$ cat config.mk
export PLATFORM = sky130hd
export DESIGN_NAME = mii_line_status
export DESIGN_NICKNAME = d
export VERILOG_FILES = /design/src/rtl/mii_ls_pkg.sv /design/src/rtl/mii_ls_carrier.sv /design/src/rtl/mii_ls_colfilt.sv /design/src/rtl/mii_ls_sqe.sv /design/src/rtl/mii_line_status.sv
export SDC_FILE = /design/constraint.sdc
export NUM_CORES = 1
export LEC_CHECK = 0
export BUFFER_PORTS_ARGS = -buffer_cell sky130_fd_sc_hd__buf_4
export CORE_ASPECT_RATIO = 1.1
export CORE_UTILIZATION = 40
export CTS_CLUSTER_DIAMETER = 60
export DETAILED_ROUTE_END_ITERATION = 10
export PLACE_DENSITY = 0.66
export SETUP_SLACK_MARGIN = 0.4
export SYNTH_ARGS = -nofsm -noshare
export SYNTH_HDL_FRONTEND = slang
export SYNTH_SLANG_ARGS = --single-unit
$ cat constraint.sdc
create_clock -name clk -period 5.3 [get_ports clk]
set_input_delay 1.06 -clock clk [delete_from_list [all_inputs] [get_ports clk]]
set_output_delay 1.06 -clock clk [all_outputs]
set_load 0.01 [all_outputs]
$ cat src/rtl/mii_ls_pkg.sv
package mii_ls_pkg;
  typedef enum logic [1:0] {HB_IDLE, HB_WAIT, HB_PULSE} hb_phase_e;
  typedef enum logic [1:0] {DT_SEEK, DT_ZERO, DT_GAP} det_phase_e;
endpackage

$ cat src/rtl/mii_ls_carrier.sv
module mii_ls_carrier
  import mii_ls_pkg::*;
(
  input  logic clk,
  input  logic rst_n,
  input  logic bit_tick,
  input  logic spd_100,
  input  logic sig_det,
  input  logic rx_bit,
  input  logic rx_act,
  output logic rx_on_d
);
  det_phase_e ph_q, ph_d;
  logic car_q, car_d;
  logic rxa_q, rxa_d;

  always_comb begin
    ph_d  = ph_q;
    car_d = car_q;
    rxa_d = rxa_q;
    if (bit_tick) begin
      rxa_d = rx_act;
      if (!spd_100 || !sig_det) begin
        ph_d  = DT_SEEK;
        car_d = 1'b0;
      end else if (car_q) begin
        ph_d = DT_SEEK;
        if (rxa_q && !rx_act) car_d = 1'b0;
      end else begin
        unique case (ph_q)
          DT_SEEK: if (!rx_bit) ph_d = DT_ZERO;
          DT_ZERO: if (rx_bit)  ph_d = DT_GAP;
          DT_GAP:  if (!rx_bit) begin
                     ph_d  = DT_SEEK;
                     car_d = 1'b1;
                   end
          default: ph_d = DT_SEEK;
        endcase
      end
    end
  end

  assign rx_on_d = spd_100 ? car_d : rx_act;

  always_ff @(posedge clk or negedge rst_n) begin
    if (!rst_n) begin
      ph_q  <= DT_SEEK;
      car_q <= 1'b0;
      rxa_q <= 1'b0;
    end else begin
      ph_q  <= ph_d;
      car_q <= car_d;
      rxa_q <= rxa_d;
    end
  end

  // carrier only ever starts on a tick with signal-detect at 100 Mb/s
  p_car_start_r8: assert property (@(posedge clk) disable iff (!rst_n)
    $rose(car_q) |-> $past(bit_tick && sig_det && spd_100));
endmodule

$ cat src/rtl/mii_ls_colfilt.sv
module mii_ls_colfilt #(
  parameter int FILT_BITS = 7
) (
  input  logic clk,
  input  logic rst_n,
  input  logic bit_tick,
  input  logic full_dup,
  input  logic spd_100,
  input  logic tx_act,
  input  logic rx_on,
  output logic hit
);
  localparam int CW = $clog2(FILT_BITS + 1);

  logic [CW-1:0] cnt_q, cnt_d;
  logic filt_q, filt_d;
  logic tx_q, tx_d, rx_q, rx_d;
  logic coll, onset;

  assign coll  = !full_dup && tx_act && rx_on;
  assign onset = coll && !(tx_q && rx_q);

  always_comb begin
    cnt_d  = cnt_q;
    filt_d = filt_q;
    tx_d   = tx_q;
    rx_d   = rx_q;
    if (bit_tick) begin
      tx_d = tx_act;
      rx_d = rx_on;
      if (!coll) begin
        cnt_d  = '0;
        filt_d = 1'b0;
      end else begin
        if (onset) filt_d = !spd_100 && tx_q && !rx_q;
        if (cnt_q != CW'(FILT_BITS)) cnt_d = cnt_q + 1'b1;
      end
    end
  end

  assign hit = bit_tick && coll && (!filt_d || cnt_d == CW'(FILT_BITS));

  always_ff @(posedge clk or negedge rst_n) begin
    if (!rst_n) begin
      cnt_q  <= '0;
      filt_q <= 1'b0;
      tx_q   <= 1'b0;
      rx_q   <= 1'b0;
    end else begin
      cnt_q  <= cnt_d;
      filt_q <= filt_d;
      tx_q   <= tx_d;
      rx_q   <= rx_d;
    end
  end

  // the filter count never runs past its limit
  p_cnt_cap_r2: assert property (@(posedge clk) disable iff (!rst_n)
    cnt_q <= CW'(FILT_BITS));
  // a tick without transmit activity leaves the count cleared
  p_cnt_clear_r4: assert property (@(posedge clk) disable iff (!rst_n)
    (bit_tick && !tx_act) |=> (cnt_q == '0));
endmodule

$ cat src/rtl/mii_ls_sqe.sv
module mii_ls_sqe
  import mii_ls_pkg::*;
#(
  parameter int GAP_BITS   = 10,
  parameter int PULSE_BITS = 10
) (
  input  logic clk,
  input  logic rst_n,
  input  logic bit_tick,
  input  logic spd_100,
  input  logic hb_en,
  input  logic tx_act,
  output logic pulse_d,
  output logic pulse_q
);
  localparam int MAXB = (GAP_BITS > PULSE_BITS) ? GAP_BITS : PULSE_BITS;
  localparam int CW   = (MAXB > 1) ? $clog2(MAXB) : 1;

  hb_phase_e ph_q, ph_d;
  logic [CW-1:0] cnt_q, cnt_d;
  logic tx_q, tx_d;

  always_comb begin
    ph_d  = ph_q;
    cnt_d = cnt_q;
    tx_d  = tx_q;
    if (bit_tick) begin
      tx_d = tx_act;
      if (!hb_en || spd_100 || tx_act) begin
        ph_d  = HB_IDLE;
        cnt_d = '0;
      end else if (tx_q) begin
        ph_d  = HB_WAIT;
        cnt_d = '0;
      end else begin
        unique case (ph_q)
          HB_WAIT: if (cnt_q == CW'(GAP_BITS - 1)) begin
                     ph_d  = HB_PULSE;
                     cnt_d = '0;
                   end else cnt_d = cnt_q + 1'b1;
          HB_PULSE: if (cnt_q == CW'(PULSE_BITS - 1)) begin
                     ph_d  = HB_IDLE;
                     cnt_d = '0;
                   end else cnt_d = cnt_q + 1'b1;
          default: ph_d = HB_IDLE;
        endcase
      end
    end
  end

  assign pulse_d = (ph_d == HB_PULSE);
  assign pulse_q = (ph_q == HB_PULSE);

  always_ff @(posedge clk or negedge rst_n) begin
    if (!rst_n) begin
      ph_q  <= HB_IDLE;
      cnt_q <= '0;
      tx_q  <= 1'b0;
    end else begin
      ph_q  <= ph_d;
      cnt_q <= cnt_d;
      tx_q  <= tx_d;
    end
  end

  // the pulse never begins on a tick with transmit active
  p_pulse_no_tx_r6: assert property (@(posedge clk) disable iff (!rst_n)
    $rose(pulse_q) |-> $past(!tx_act && hb_en && !spd_100));
  // phase counter stays inside its window
  p_phase_cnt_r5: assert property (@(posedge clk) disable iff (!rst_n)
    cnt_q < CW'(MAXB));
endmodule

$ cat src/rtl/mii_line_status.sv
module mii_line_status #(
  parameter int FILT_BITS  = 7,
  parameter int GAP_BITS   = 10,
  parameter int PULSE_BITS = 10
) (
  input  logic clk,
  input  logic rst_n,
  input  logic bit_tick,
  input  logic full_dup,
  input  logic spd_100,
  input  logic hb_en,
  input  logic tx_act,
  input  logic rx_act,
  input  logic sig_det,
  input  logic rx_bit,
  output logic col,
  output logic crs
);
  logic rx_on_d, hit, pulse_d, pulse_q;
  logic col_q, col_d, crs_q, crs_d;

  mii_ls_carrier u_car (
    .clk(clk), .rst_n(rst_n), .bit_tick(bit_tick), .spd_100(spd_100),
    .sig_det(sig_det), .rx_bit(rx_bit), .rx_act(rx_act), .rx_on_d(rx_on_d)
  );

  mii_ls_colfilt #(.FILT_BITS(FILT_BITS)) u_filt (
    .clk(clk), .rst_n(rst_n), .bit_tick(bit_tick), .full_dup(full_dup),
    .spd_100(spd_100), .tx_act(tx_act), .rx_on(rx_on_d), .hit(hit)
  );

  mii_ls_sqe #(.GAP_BITS(GAP_BITS), .PULSE_BITS(PULSE_BITS)) u_sqe (
    .clk(clk), .rst_n(rst_n), .bit_tick(bit_tick), .spd_100(spd_100),
    .hb_en(hb_en), .tx_act(tx_act), .pulse_d(pulse_d), .pulse_q(pulse_q)
  );

  always_comb begin
    col_d = col_q;
    crs_d = crs_q;
    if (bit_tick) begin
      col_d = hit || pulse_d;
      crs_d = rx_on_d || (!full_dup && tx_act);
    end
  end

  always_ff @(posedge clk or negedge rst_n) begin
    if (!rst_n) begin
      col_q <= 1'b0;
      crs_q <= 1'b0;
    end else begin
      col_q <= col_d;
      crs_q <= crs_d;
    end
  end

  assign col = col_q;
  assign crs = crs_q;

  // in full duplex only the heartbeat can drive COL
  p_fd_col_sqe_only_r1: assert property (@(posedge clk) disable iff (!rst_n)
    (bit_tick && full_dup && !pulse_d) |=> !col);
  // full duplex carrier follows receive only
  p_fd_crs_rx_only_r7: assert property (@(posedge clk) disable iff (!rst_n)
    (bit_tick && full_dup && !rx_on_d) |=> !crs);
  // a reported collision always comes with carrier
  p_col_has_crs_r4: assert property (@(posedge clk) disable iff (!rst_n)
    (col && !pulse_q) |-> crs);
  // outputs hold between ticks
  p_hold_r10: assert property (@(posedge clk) disable iff (!rst_n)
    !bit_tick |=> ($stable(col) && $stable(crs)));
endmodule

==> results.yml <==
route:
  initialDrtViolationCount: 24
  first_pass_iters: 4
  via_per_inst: 5.78
  drc_errors: 0
  wl_per_cell_um: 14.3
  routed_wl_mm: 2.19
  ant_nets: 0
  vias: 884
power_and_ir_drop:
  leakagePower_nw: 0.518
  totalPowerFinal_w: 0.000265
  ir_drop_mv: 0.138
  power.density_nw_per_um2: 218
critical_path:
  end_kind: "flop"
  worstPathMaxFanout: 8
  crit_type: "input pin to flop"
  r2r_setup_slack_ns: 3.46
  start_kind: "input pin"
  required_ns: 5.53
  worstPathArrival_ns: 2.37
min_path:
  hp-class: "flop to flop"
logic_synthesis:
  syn-mean-instance-area_um2: 9.68
  ys_seq_elements: 18
  ys.flop_type: "dfrtp_1"
  yosysWarnings: 0
  netlist_instances: 111
  syn_area_um2: 1070
  synth-async-reset-ratio_pct: 100
  synth_edf_count: 0
  ys_seq_area_share_pct: 41.9
  synth.distinct_cells: 41
  syn-num-nets: 126
sta:
  fin_crit_sh_pct: 40.3
  min_period_ns: 2.14
  relSlewSlack_pct: 66.2
  rsz0062_at_grt: "false"
  setup-violations-final: 0
  setup_tns_ns: 0
  setup_slack_ns: 3.16
  fmax_ghz: 0.468
  maxSlewViolCount: 0
  tightestPinTransition_ns: 0.507
  skew_ns: 0.00412
  hold_ws_ns: 0.500
  hold_violations: 0
placement:
  dpl_worst_slack_ns: 2.87
  dp.final_hpwl_mm: 1.67
  globalplace.congestion: 0.835
  portBuffers: 11
cts:
  hold_buffers: 0
  ctsResizeCount: 0
  cts_tree: "yes"
  postCtsSetupRepairBufs: 0
  cts_root_buf: "clkbuf_4"
  clk_latency_ns: 0.29
  clkTransAtPathRegs_ns: 0.11
  cts_buffer_depth: 2
  cts_buffers: 3
  ctsHtreeMaxLevel: 1
  cts.sinks: 18
finish:
  area_delta_synth_final_pct: 12.9
  fin_util_pct: 48.2
  layout_common_cells: "dfrtp_1, nand2_1, buf_4"
  drive_gt1_share_pct: 19.7
  antennaDiodeCount: 0
  layout.nets: 138
  final_common_cell: "dfrtp_1"
floorplan:
  io_pins: 12
  rows: 19
  die-area_um2: 2900
  die_h_um: 56.4
  die-width_um: 51.4
  initial_core_util_pct: 42.7
  core-area_um2: 2520
global_route:
  antenna_found_initial: 0
  grt_pass1_vias: 871
  grt-ovfl-total: 0
  grt_pass1_wl_mm: 3.86
  track_usage_pct: 17.5
  grt_start_max_net_pins: 21
flow_run:
  cap_violations: 0
run_status:
  outcome: "finished clean"
==> report_power, final <==
group          internal (W)  switching, W  total (W)
clock             0.0000418     0.0000423  0.0000841
combinational     0.0000151     0.0000190  0.0000340
sequential         0.000142    0.00000442   0.000147
total              0.000199     0.0000657   0.000265
==> final cells by class <==
cell class,instances,area [um2]
clock buffers,4,36.3
fillers,263,1310
inverters,7,26.3
multi-input cells,82,579
flip-flops and latches,18,450
well taps,31,38.8
repair buffers,11,82.6
==> critical path: stages <==
cell and delay (ns):
buf_4 0.13, or4b_1 0.67, nor4_1 0.34, o21ai_1 0.09
nand2_1 0.07
==> path summary, 6_finish.rpt <==
| kind | startpoint | endpoint | cells after the start |
|---|---|---|---|
| min reg2reg | u_filt.filt_q | u_filt.filt_q | 1 |
| max | spd_100 | u_sqe.ph_q[1] | 5 |
| max in group asynchronous | rst_n | u_filt.tx_q | 1 |
| min | u_filt.filt_q | u_filt.filt_q | 1 |
| min in group asynchronous | rst_n | col | 1 |
| max reg2reg | u_filt.cnt_q[0] | col | 5 |
==> cells by family (layout without fill, tap and decap cells) <==
family / Yosys count / in the layout / share of synthesized area (%)
AOI/OAI and AO/OA: 32 / 32 / 20.5
adders and majority gates: 5 / 5 / 5.82
buffers and inverters: 11 / 22 / 4.19
DFF: 18 / 18 / 41.9
muxes: 4 / 4 / 4.07
and+or+nand+nor: 41 / 41 / 23.5
==> synth_stat cells, types with 3 or more instances <==
master   count  area share, %
mux2_2       3            3.1
nand3_1      5            2.3
a31oi_1      3            1.7
inv_1        7            2.4
ha_1         5            5.8
nor2_1       4            1.4
dfrtp_1     18             42
o21ai_0      8            3.7
nand2_1     11            3.8
o21ai_1      3            1.4
nor4_1       3            1.7
buf_2        3            1.4
a21oi_1      4            1.9
==> through the flow <==
step           instance area (um2)  cells
2_1_floorplan                 1070    111
3_3_place_gp                  1180    149
3_5_place_dp                  1180    149
4_1_cts                       1210    153
5_1_grt                       1210    153
6_report                      1210    153
==> registers in the layout, indices dropped and copies added, names as in the netlist <==
| name | count |
|---|---|
| col | 1 |
| u_filt.cnt_q | 3 |
| u_car.ph_q | 2 |
| u_car.rxa_q | 1 |
| u_filt.tx_q | 1 |
| u_car.car_q | 1 |
| u_filt.filt_q | 1 |
| u_sqe.ph_q | 2 |
| u_filt.rx_q | 1 |
| crs | 1 |
| u_sqe.cnt_q | 4 |
==> metal layers <==
layer  up-vias  global-route usage, %  part of all wire, %
li1        439                      -                    -
met1       429                   23.4                   48
met2        14                   29.1                   48
met3         2                   1.90                  2.9
met4         0                   5.79                 0.73
met5         -                      0                    0
(Power assumes the default switching activity.)
